===== src/rtl/vcfg_pkg.sv =====
package vcfg_pkg;

    localparam logic [6:0]  OPC_VECTOR = 7'b1010111;
    localparam logic [2:0]  F3_CONFIG  = 3'b111;
    localparam logic [63:0] VTYPE_BAD  = 64'h8000_0000_0000_0000;

    typedef enum logic [1:0] {
        FORM_IMM_TYPE = 2'd0,
        FORM_IMM_AVL  = 2'd1,
        FORM_REG_REG  = 2'd2
    } cfg_form_e;

    typedef struct packed {
        cfg_form_e   form;
        logic [4:0]  rd;
        logic        rs1_nz;
        logic [63:0] vtype;
    } cfg_req_t;

    // log2 of the register-group multiplier; code 100 is never legal
    function automatic int lmul_log2(input logic [2:0] code);
        case (code)
            3'b000:  return 0;
            3'b001:  return 1;
            3'b010:  return 2;
            3'b011:  return 3;
            3'b101:  return -3;
            3'b110:  return -2;
            3'b111:  return -1;
            default: return 0;
        endcase
    endfunction

    function automatic int sew_log2(input logic [1:0] code);
        return 3 + int'(code);
    endfunction

    function automatic logic vtype_legal(input logic [63:0] v, input int elen_log);
        int lm;
        lm = lmul_log2(v[2:0]);
        if (lm > 0) lm = 0;
        return (v[63:8] == '0) && !v[5] && (v[2:0] != 3'b100)
            && (sew_log2(v[4:3]) <= elen_log + lm);
    endfunction

endpackage


===== src/rtl/vcfg_decode.sv =====
module vcfg_decode
    import vcfg_pkg::*;
#(
    parameter int XLEN = 64
) (
    input  logic            req_valid,
    input  logic [31:0]     req_insn,
    input  logic [XLEN-1:0] rs1_val,
    input  logic [XLEN-1:0] rs2_val,
    output logic            accept,
    output cfg_req_t        req,
    output logic [XLEN-1:0] avl
);
    logic [4:0] rs1_idx;

    assign rs1_idx = req_insn[19:15];
    assign accept  = req_valid && (req_insn[6:0] == OPC_VECTOR)
                     && (req_insn[14:12] == F3_CONFIG);

    always_comb begin
        req.rd = req_insn[11:7];
        if (!req_insn[31]) begin
            req.form   = FORM_IMM_TYPE;
            req.vtype  = {53'd0, req_insn[30:20]};
            req.rs1_nz = (rs1_idx != 5'd0);
            avl        = rs1_val;
        end else if (req_insn[30]) begin
            req.form   = FORM_IMM_AVL;
            req.vtype  = {54'd0, req_insn[29:20]};
            req.rs1_nz = 1'b1;
            avl        = XLEN'(rs1_idx);
        end else begin
            req.form   = FORM_REG_REG;
            req.vtype  = 64'(rs2_val);
            req.rs1_nz = (rs1_idx != 5'd0);
            avl        = rs1_val;
        end
    end
endmodule


===== src/rtl/vcfg_vtype_sel.sv =====
module vcfg_vtype_sel
    import vcfg_pkg::*;
#(
    parameter int ELEN_LOG = 6
) (
    input  logic [63:0] cur_vtype,
    input  logic [63:0] req_vtype,
    output logic [63:0] new_vtype
);
    logic same;
    logic ok;

    assign same = (req_vtype == cur_vtype);
    assign ok   = vtype_legal(req_vtype, ELEN_LOG);

    always_comb begin
        if (same)    new_vtype = cur_vtype;
        else if (ok) new_vtype = req_vtype;
        else         new_vtype = VTYPE_BAD;
    end
endmodule


===== src/rtl/vcfg_vlmax.sv =====
module vcfg_vlmax
    import vcfg_pkg::*;
#(
    parameter int VLEN_LOG = 8,
    parameter int VL_W     = 9
) (
    input  logic            ill,
    input  logic [5:0]      fields,
    output logic [VL_W-1:0] vlmax
);
    int sh;

    always_comb begin
        sh = VLEN_LOG + lmul_log2(fields[2:0]) - sew_log2(fields[4:3]);
        if (ill || fields[5] || (fields[2:0] == 3'b100) || (sh < 0) || (sh >= VL_W))
            vlmax = '0;
        else
            vlmax = VL_W'(1) << sh;
    end
endmodule


===== src/rtl/vcfg_vl_pick.sv =====
module vcfg_vl_pick #(
    parameter int XLEN = 64,
    parameter int VL_W = 9
) (
    input  logic [VL_W-1:0] vlmax,
    input  logic [VL_W-1:0] cur_vl,
    input  logic [XLEN-1:0] avl,
    input  logic            rd_nz,
    input  logic            rs1_nz,
    output logic [VL_W-1:0] new_vl
);
    logic [XLEN-1:0] vlmax_x;

    assign vlmax_x = XLEN'(vlmax);

    always_comb begin
        if (vlmax == '0)
            new_vl = '0;
        else if (rs1_nz)
            new_vl = (avl > vlmax_x) ? vlmax : VL_W'(avl);
        else if (rd_nz)
            new_vl = vlmax;
        else
            new_vl = (cur_vl > vlmax) ? vlmax : cur_vl;
    end
endmodule


===== src/rtl/vcfg_unit.sv =====
module vcfg_unit
    import vcfg_pkg::*;
#(
    parameter int VLENB = 32,
    parameter int ELEN  = 64,
    parameter int XLEN  = 64
) (
    input  logic                          clk,
    input  logic                          rst,
    input  logic                          req_valid,
    input  logic [31:0]                   req_insn,
    input  logic [XLEN-1:0]               rs1_val,
    input  logic [XLEN-1:0]               rs2_val,
    output logic                          rsp_valid,
    output logic [XLEN-1:0]               rsp_wdata,
    output logic                          vstart_clr,
    output logic [63:0]                   vtype_o,
    output logic [$clog2(VLENB*8):0]      vl_o
);
    localparam int VLEN     = VLENB * 8;
    localparam int VLEN_LOG = $clog2(VLEN);
    localparam int ELEN_LOG = $clog2(ELEN);
    localparam int VL_W     = VLEN_LOG + 1;

    logic            accept;
    cfg_req_t        req;
    logic [XLEN-1:0] avl;
    logic [63:0]     vtype_q, cand_vtype;
    logic [VL_W-1:0] vl_q, vlmax, new_vl;
    logic            rsp_q;

    vcfg_decode #(.XLEN(XLEN)) u_dec (
        .req_valid(req_valid), .req_insn(req_insn), .rs1_val(rs1_val),
        .rs2_val(rs2_val), .accept(accept), .req(req), .avl(avl)
    );

    vcfg_vtype_sel #(.ELEN_LOG(ELEN_LOG)) u_sel (
        .cur_vtype(vtype_q), .req_vtype(req.vtype), .new_vtype(cand_vtype)
    );

    vcfg_vlmax #(.VLEN_LOG(VLEN_LOG), .VL_W(VL_W)) u_vlmax (
        .ill(cand_vtype[63]), .fields(cand_vtype[5:0]), .vlmax(vlmax)
    );

    vcfg_vl_pick #(.XLEN(XLEN), .VL_W(VL_W)) u_pick (
        .vlmax(vlmax), .cur_vl(vl_q), .avl(avl), .rd_nz(req.rd != 5'd0),
        .rs1_nz(req.rs1_nz), .new_vl(new_vl)
    );

    always_ff @(posedge clk) begin
        if (rst) begin
            vtype_q <= VTYPE_BAD;
            vl_q    <= '0;
            rsp_q   <= 1'b0;
        end else begin
            rsp_q <= accept;
            if (accept) begin
                vtype_q <= cand_vtype;
                vl_q    <= new_vl;
            end
        end
    end

    assign rsp_valid  = rsp_q;
    assign vstart_clr = rsp_q;
    assign rsp_wdata  = XLEN'(vl_q);
    assign vtype_o    = vtype_q;
    assign vl_o       = vl_q;


    reset_state_chk: assert property (@(posedge clk)
        rst |=> (vtype_q == VTYPE_BAD) && (vl_q == '0) && !rsp_q);


    ignore_chk: assert property (@(posedge clk) disable iff (rst)
        !accept |=> $stable(vtype_q) && $stable(vl_q) && !rsp_q);


    latency_chk: assert property (@(posedge clk) disable iff (rst)
        accept |=> rsp_q);


    illegal_collapse_chk: assert property (@(posedge clk) disable iff (rst)
        (rsp_q && vtype_q[63]) |-> (vtype_q[62:0] == '0) && (vl_q == '0));


    same_vtype_chk: assert property (@(posedge clk) disable iff (rst)
        (accept && (req.vtype == vtype_q)) |=> (vtype_q == $past(vtype_q)));


    vlmax_pow2_chk: assert property (@(posedge clk) disable iff (rst)
        (accept && !cand_vtype[63]) |-> ($countones(vlmax) == 1));


    vl_bound_chk: assert property (@(posedge clk) disable iff (rst)
        accept |=> (vl_q <= $past(vlmax)));
endmodule


===== config.mk =====
export PLATFORM = sky130hd
export DESIGN_NAME = vcfg_unit
export DESIGN_NICKNAME = d
export VERILOG_FILES = /design/src/rtl/vcfg_pkg.sv /design/src/rtl/vcfg_decode.sv /design/src/rtl/vcfg_vtype_sel.sv /design/src/rtl/vcfg_vlmax.sv /design/src/rtl/vcfg_vl_pick.sv /design/src/rtl/vcfg_unit.sv
export SDC_FILE = /design/constraint.sdc
export NUM_CORES = 1
export LEC_CHECK = 0
export CAP_MARGIN = 30
export CORE_MARGIN = 2
export CORE_UTILIZATION = 45
export CTS_BUF_LIST = sky130_fd_sc_hd__clkbuf_8
export CTS_CLUSTER_DIAMETER = 150
export DETAILED_ROUTE_END_ITERATION = 6
export GPL_ROUTABILITY_DRIVEN = 1
export PLACE_DENSITY_LB_ADDON = 0.25
export RECOVER_POWER = 50
export SYNTH_ARGS = -nofsm -noshare
export SYNTH_HDL_FRONTEND = slang
export SYNTH_HIERARCHICAL = 1
export SYNTH_SLANG_ARGS = --single-unit
export TNS_END_PERCENT = 100

===== constraint.sdc =====
create_clock -name clk -period 9.68 [get_ports clk]
set_input_delay 1.936 -clock clk [delete_from_list [all_inputs] [get_ports clk]]
set_output_delay 1.936 -clock clk [all_outputs]
set_load 0.005 [all_outputs]

# Yosys cells after proc, flatten, opt, wreduce, memory -nomap -nowiden
# Cells that the tools add are included.
[totals] out_inout_bits=139 elab_cells=66 regBits=74
[op_classes] bitwise=1 n_reduce_logical=17 n_shift=1 mux=15 eq_ne=17 add_sub_neg=5 order_cmp=6
[op_table] cell="$pmux 32 s6" count=2
[op_table] cell="$mux 64" count=4
[op_table] cell="$mux 65" count=2
[op_table] cell="$eq 64x64->1" count=1
[op_table] cell="$gt 64x9->1" count=1
[op_table] cell="$logic_not 56->1" count=1
[op_table] cell="$mux 9" count=6
[op_table] cell="$add 4x32->32 const A" count=1
[op_table] cell="$add 5x32->32 const A" count=1
[op_table] cell="$ge 32x5->1 const B" count=1
[op_table] cell="$gt 32x1->1 const B" count=1
[op_table] cell="$le 32x32->1" count=1
[op_table] cell="$lt 32x1->1 const B" count=1
[op_table] cell="$mux 32" count=1
[op_table] cell="$shl 1x32->9 const A" count=1
[op_table] cell="$sub 32x32->32" count=1
[op_table] cell="$eq 3x3->1 const B" count=8
[op_table] cell="$eq 3x2->1 const B" count=4
[op_table] cell="$reduce_bool 5->1" count=2
[op_table] cell="$gt 9x9->1" count=1
[op_table] cell="$logic_not 9->1" count=1
[op_table] cell="$eq 7x7->1 const B" count=1
[op_table] cell="$add 2x2->3 const A" count=2
[op_table] cell="$eq 3x1->1 const B" count=2
[op_table] cell="other kinds (7)" count=15

# Logic depth before layout (Yosys ltp)
[depth] word_depth=25 depth_mapped=35 mapped_depth_nobuf=33

# By module
# The synthesis kept the hierarchy.
[by_module_without_submodules] module="vcfg_unit" cells_per_inst=306 seq_area_each_um2=1481.4 instances=1 area_per_inst_um2=3165.5
[by_module_without_submodules] module="vcfg_vtype_sel" cells_per_inst=201 seq_area_each_um2=0.0 instances=1 area_per_inst_um2=1511.4
[by_module_without_submodules] module="vcfg_decode" cells_per_inst=157 seq_area_each_um2=0.0 instances=1 area_per_inst_um2=1076.0
[by_module_without_submodules] module="vcfg_vl_pick" cells_per_inst=122 seq_area_each_um2=0.0 instances=1 area_per_inst_um2=962.2
[by_module_without_submodules] module="vcfg_vlmax" cells_per_inst=45 seq_area_each_um2=0.0 instances=1 area_per_inst_um2=350.3

# Worst setup path before layout
# Ideal clock, no wire load.
[synth_path] path_type="input port to flip-flop" from="input port req_insn[31]" to="register vl_q[1], in the netlist vl_o[1]" arrival_ns=8.160 setup_slack_ns=1.455 setup_time_ns=0.065 path_stages=31 n_path_buf=1 cell_sequence="nor2b_4 -> buf_6 -> mux2_2 -> and2_2 -> ha_1 -> inv_1 -> ha_1 -> a31oi_1 -> o21ai_0 -> and3_1 -> mux2_2 -> nor2_1 -> nor2_1 -> ha_1 -> inv_1 -> ha_1 -> a21o_1 -> a21oi_1 -> ha_1 -> o311ai_2 -> nor4_1 -> inv_1 -> ha_1 -> and4_4 -> nor2b_1 -> o311ai_4 -> nand2_4 -> o22a_4 -> a221oi_1 -> mux2i_1 -> nor2_1"
[synth_rtl] element="from (decl)" line_no="vcfg_unit.sv:11" source="input logic [31:0] req_insn,"
[synth_rtl] element="to (signal assigned)" line_no="vcfg_unit.sv:59" source="vl_q <= new_vl;"
[synth_rtl] element="to (decl)" line_no="vcfg_unit.sv:29" source="logic [VL_W-1:0] vl_q, vlmax, new_vl;"

==> results.py <==
metrics = {
    "grt": {
        "grt_pass1_vias": 5955,
        "antenna_found_initial": 0,
        "grt_pass1_wl_mm": 31.3,
        "overflow": 0,
        "grt_usage_pct": 24.0,
        "grt_max_degree": 75,
    },
    "pwr": {
        "power_mw": 0.776,
        "p_leak_nw": 4.14,
        "ir_worst_vdd_v": 0.0000786,
        "power_density_nw_per_um2": 81.5,
    },
    "cts": {
        "post-cts-setup-buffers": 0,
        "cts_sinks": 74,
        "clk_latency_ns": 0.38,
        "cts_tree": "built",
        "hold_buffers": 0,
        "path_clk_slew_ns": 0.07,
        "numCtsBuffers": 9,
        "cts_resized": 0,
        "clockBufferDepth": 2,
        "h-tree-depth": 3,
        "cts_root_buf": "clkbuf_8",
    },
    "final_layout": {
        "area_delta_synth_final_pct": 34.8,
        "postLayoutCoreUtil_pct": 62.4,
        "instances_no_fill": 1262,
        "layout_commonest_cell": "clkdlybuf4s50_1",
        "fin_nets": 1243,
        "drive_above_1_share_pct": 7.90,
        "fillers": 1336,
        "final_area_um2": 9520,
        "num_antenna_cells": 0,
        "layout_common_cells": "clkdlybuf4s50_1, and2_1, nor2_1",
    },
    "timing": {
        "post-route-min-period_ns": 9.07,
        "rsz0062_at_grt": "no",
        "fmax_ghz": 0.110,
        "setup_viol": 0,
        "holdWs_ns": 0.557,
        "hold_viol": 0,
        "finalCritPeriodShare_pct": 93.7,
        "worstMarginPinSlew_ns": 1.82,
        "max_slew_margin_pct": -21.1,
        "slew_viol_final": 25,
        "fin_ws_ns": 0.613,
        "fin_tns_setup_ns": 0,
        "skew_ns": 0.0127,
    },
    "placement": {
        "dpl_cell_area_um2": 9290,
        "dp_slack_ns": 0.312,
        "dp_cells": 1247,
        "gp_congestion": 0.916,
        "place_hpwl_mm": 16.1,
        "port_buffers": 246,
    },
    "synth": {
        "yosysSeqAreaShare_pct": 21.0,
        "synth_flop_cell": "dfxtp_1",
        "ys_async_sr_fraction_pct": 0,
        "synth_edf_count": 0,
        "ys_warn_count": 6,
        "synth_cell_types": 65,
        "synthCells": 831,
        "syn_area_um2": 7070,
        "ys_seq_elements": 74,
        "postSynthAreaPerCell_um2": 8.50,
    },
    "drt": {
        "drc": 0,
        "routed_wl_mm": 20.5,
        "drtPass1Iterations": 5,
        "drtIter0Drc": 397,
        "post_drt_wl_per_cell_um": 16.2,
        "antenna_left": 0,
        "vias_per_cell": 5.03,
        "dr_total_vias": 6345,
    },
    "die": {
        "core_um2": 15300,
        "die_w_um": 129,
        "io_pins": 302,
        "rows": 45,
        "chipHeight_um": 129,
        "die_area_um2": 16700,
        "initial_core_util_pct": 46.3,
    },
    "setup_path": {
        "slowest_stage": "nor4_4",
        "slowest_delay_ns": 0.52,
        "cp_max_fo": 55,
        "crit_path_end_kind": "register",
        "start_kind": "input port",
        "crit_top_cell": "ha_1",
        "cp.required_ns": 9.98,
        "worstSetupPathType": "in2reg",
        "critPathArrivalTime_ns": 9.37,
    },
    "worst_hold_path": {
        "hold_class": "reg2reg",
    },
    "outcome": {
        "status": "complete, but fails checks",
        "violations": "capacitance limit, slew limit",
    },
    "run": {
        "cap_violations": 1,
    },
}
## synth_stat cells, types with 4 or more instances
cell type  count  area [um2]
buf_12         5         100
dfxtp_1       74        1480
mux2i_1       77         771
a21oi_1       10        50.1
inv_1         27         101
mux2_4        10         150
a211oi_1       4        30.0
a221oi_1       5        43.8
xor2_1        64         561
ha_1          32         400
and2_2         8        60.1
o31ai_1        5        37.5
nor2b_1        4        25.0
nand4_1       11        68.8
nor2_1        87         327
nor4_1        50         313
clkbuf_2       9        45.0
and2_1       162        1010
nand2_1       10        37.5
clkbuf_1      10        37.5
mux2_2        13         146
buf_4         71         533
buf_6          4        45.0
nor3_1         7        35.0
and3_1         6        37.5
nand3_1        7        35.0
## per-layer routing
layer  up-vias  track usage, %  wire length [um]
li1       3141               -                 -
met4         0            7.61               482
met5         -               0                 0
met1      2916            30.5              8920
met2       254            40.6              9720
met3        34            5.12              1370
## worst max-delay path: cells and delay by family
kind	cells	cell delay, ns
muxes	3	0.69
buffers and inverters	4	1.00
and+or+nand+nor	11	3.08
adders and majority gates	4	1.23
xor gates and xnor gates	1	0.08
AOI/OAI and AO/OA	6	1.33
## flip-flops by register name, indices dropped and copies added, names as in the netlist
name,flops
rsp_valid,1
vl_o,9
vtype_o,64
## power breakdown
| part | switching (mW) | internal [mW] | total (mW) |
|---|---|---|---|
| sequential | 0.00000513 | 0.304 | 0.304 |
| combinational | 0.0685 | 0.0987 | 0.167 |
| clock | 0.129 | 0.176 | 0.305 |
| total | 0.197 | 0.579 | 0.776 |
## cells by family after synthesis
group,after synthesis,synth area share (%)
AOI/OAI and AO/OA,46,5.63
buffers and inverters,135,13.0
and+or+nand+nor,377,31.3
other,1,0.0531
adders and majority gates,33,5.95
muxes,100,15.1
xor gates and xnor gates,65,8.06
DFF,74,21.0
## worst paths after layout
check	from	endpoint	slack [ns]	depth (start not counted)
max	req_insn[31]	vl_o[4]	0.61	29
min	vtype_o[43]	vtype_o[43]	0.56	2
max reg2reg	vtype_o[14]	vl_o[4]	3.12	25
min reg2reg	vtype_o[43]	vtype_o[43]	0.56	2
## final cells by class
class / instances / area (um2) / area share [%]
clock buffer: 10 / 138 / 1.45
clock inverter: 5 / 103 / 1.08
inverter: 28 / 105 / 1.10
multi-input combinational: 676 / 4870 / 51.2
sequential: 74 / 1480 / 15.6
tap: 211 / 264 / 2.77
timing repair buffer: 258 / 2560 / 26.8
No activity file was read; power rests on OpenSTA's default activity.
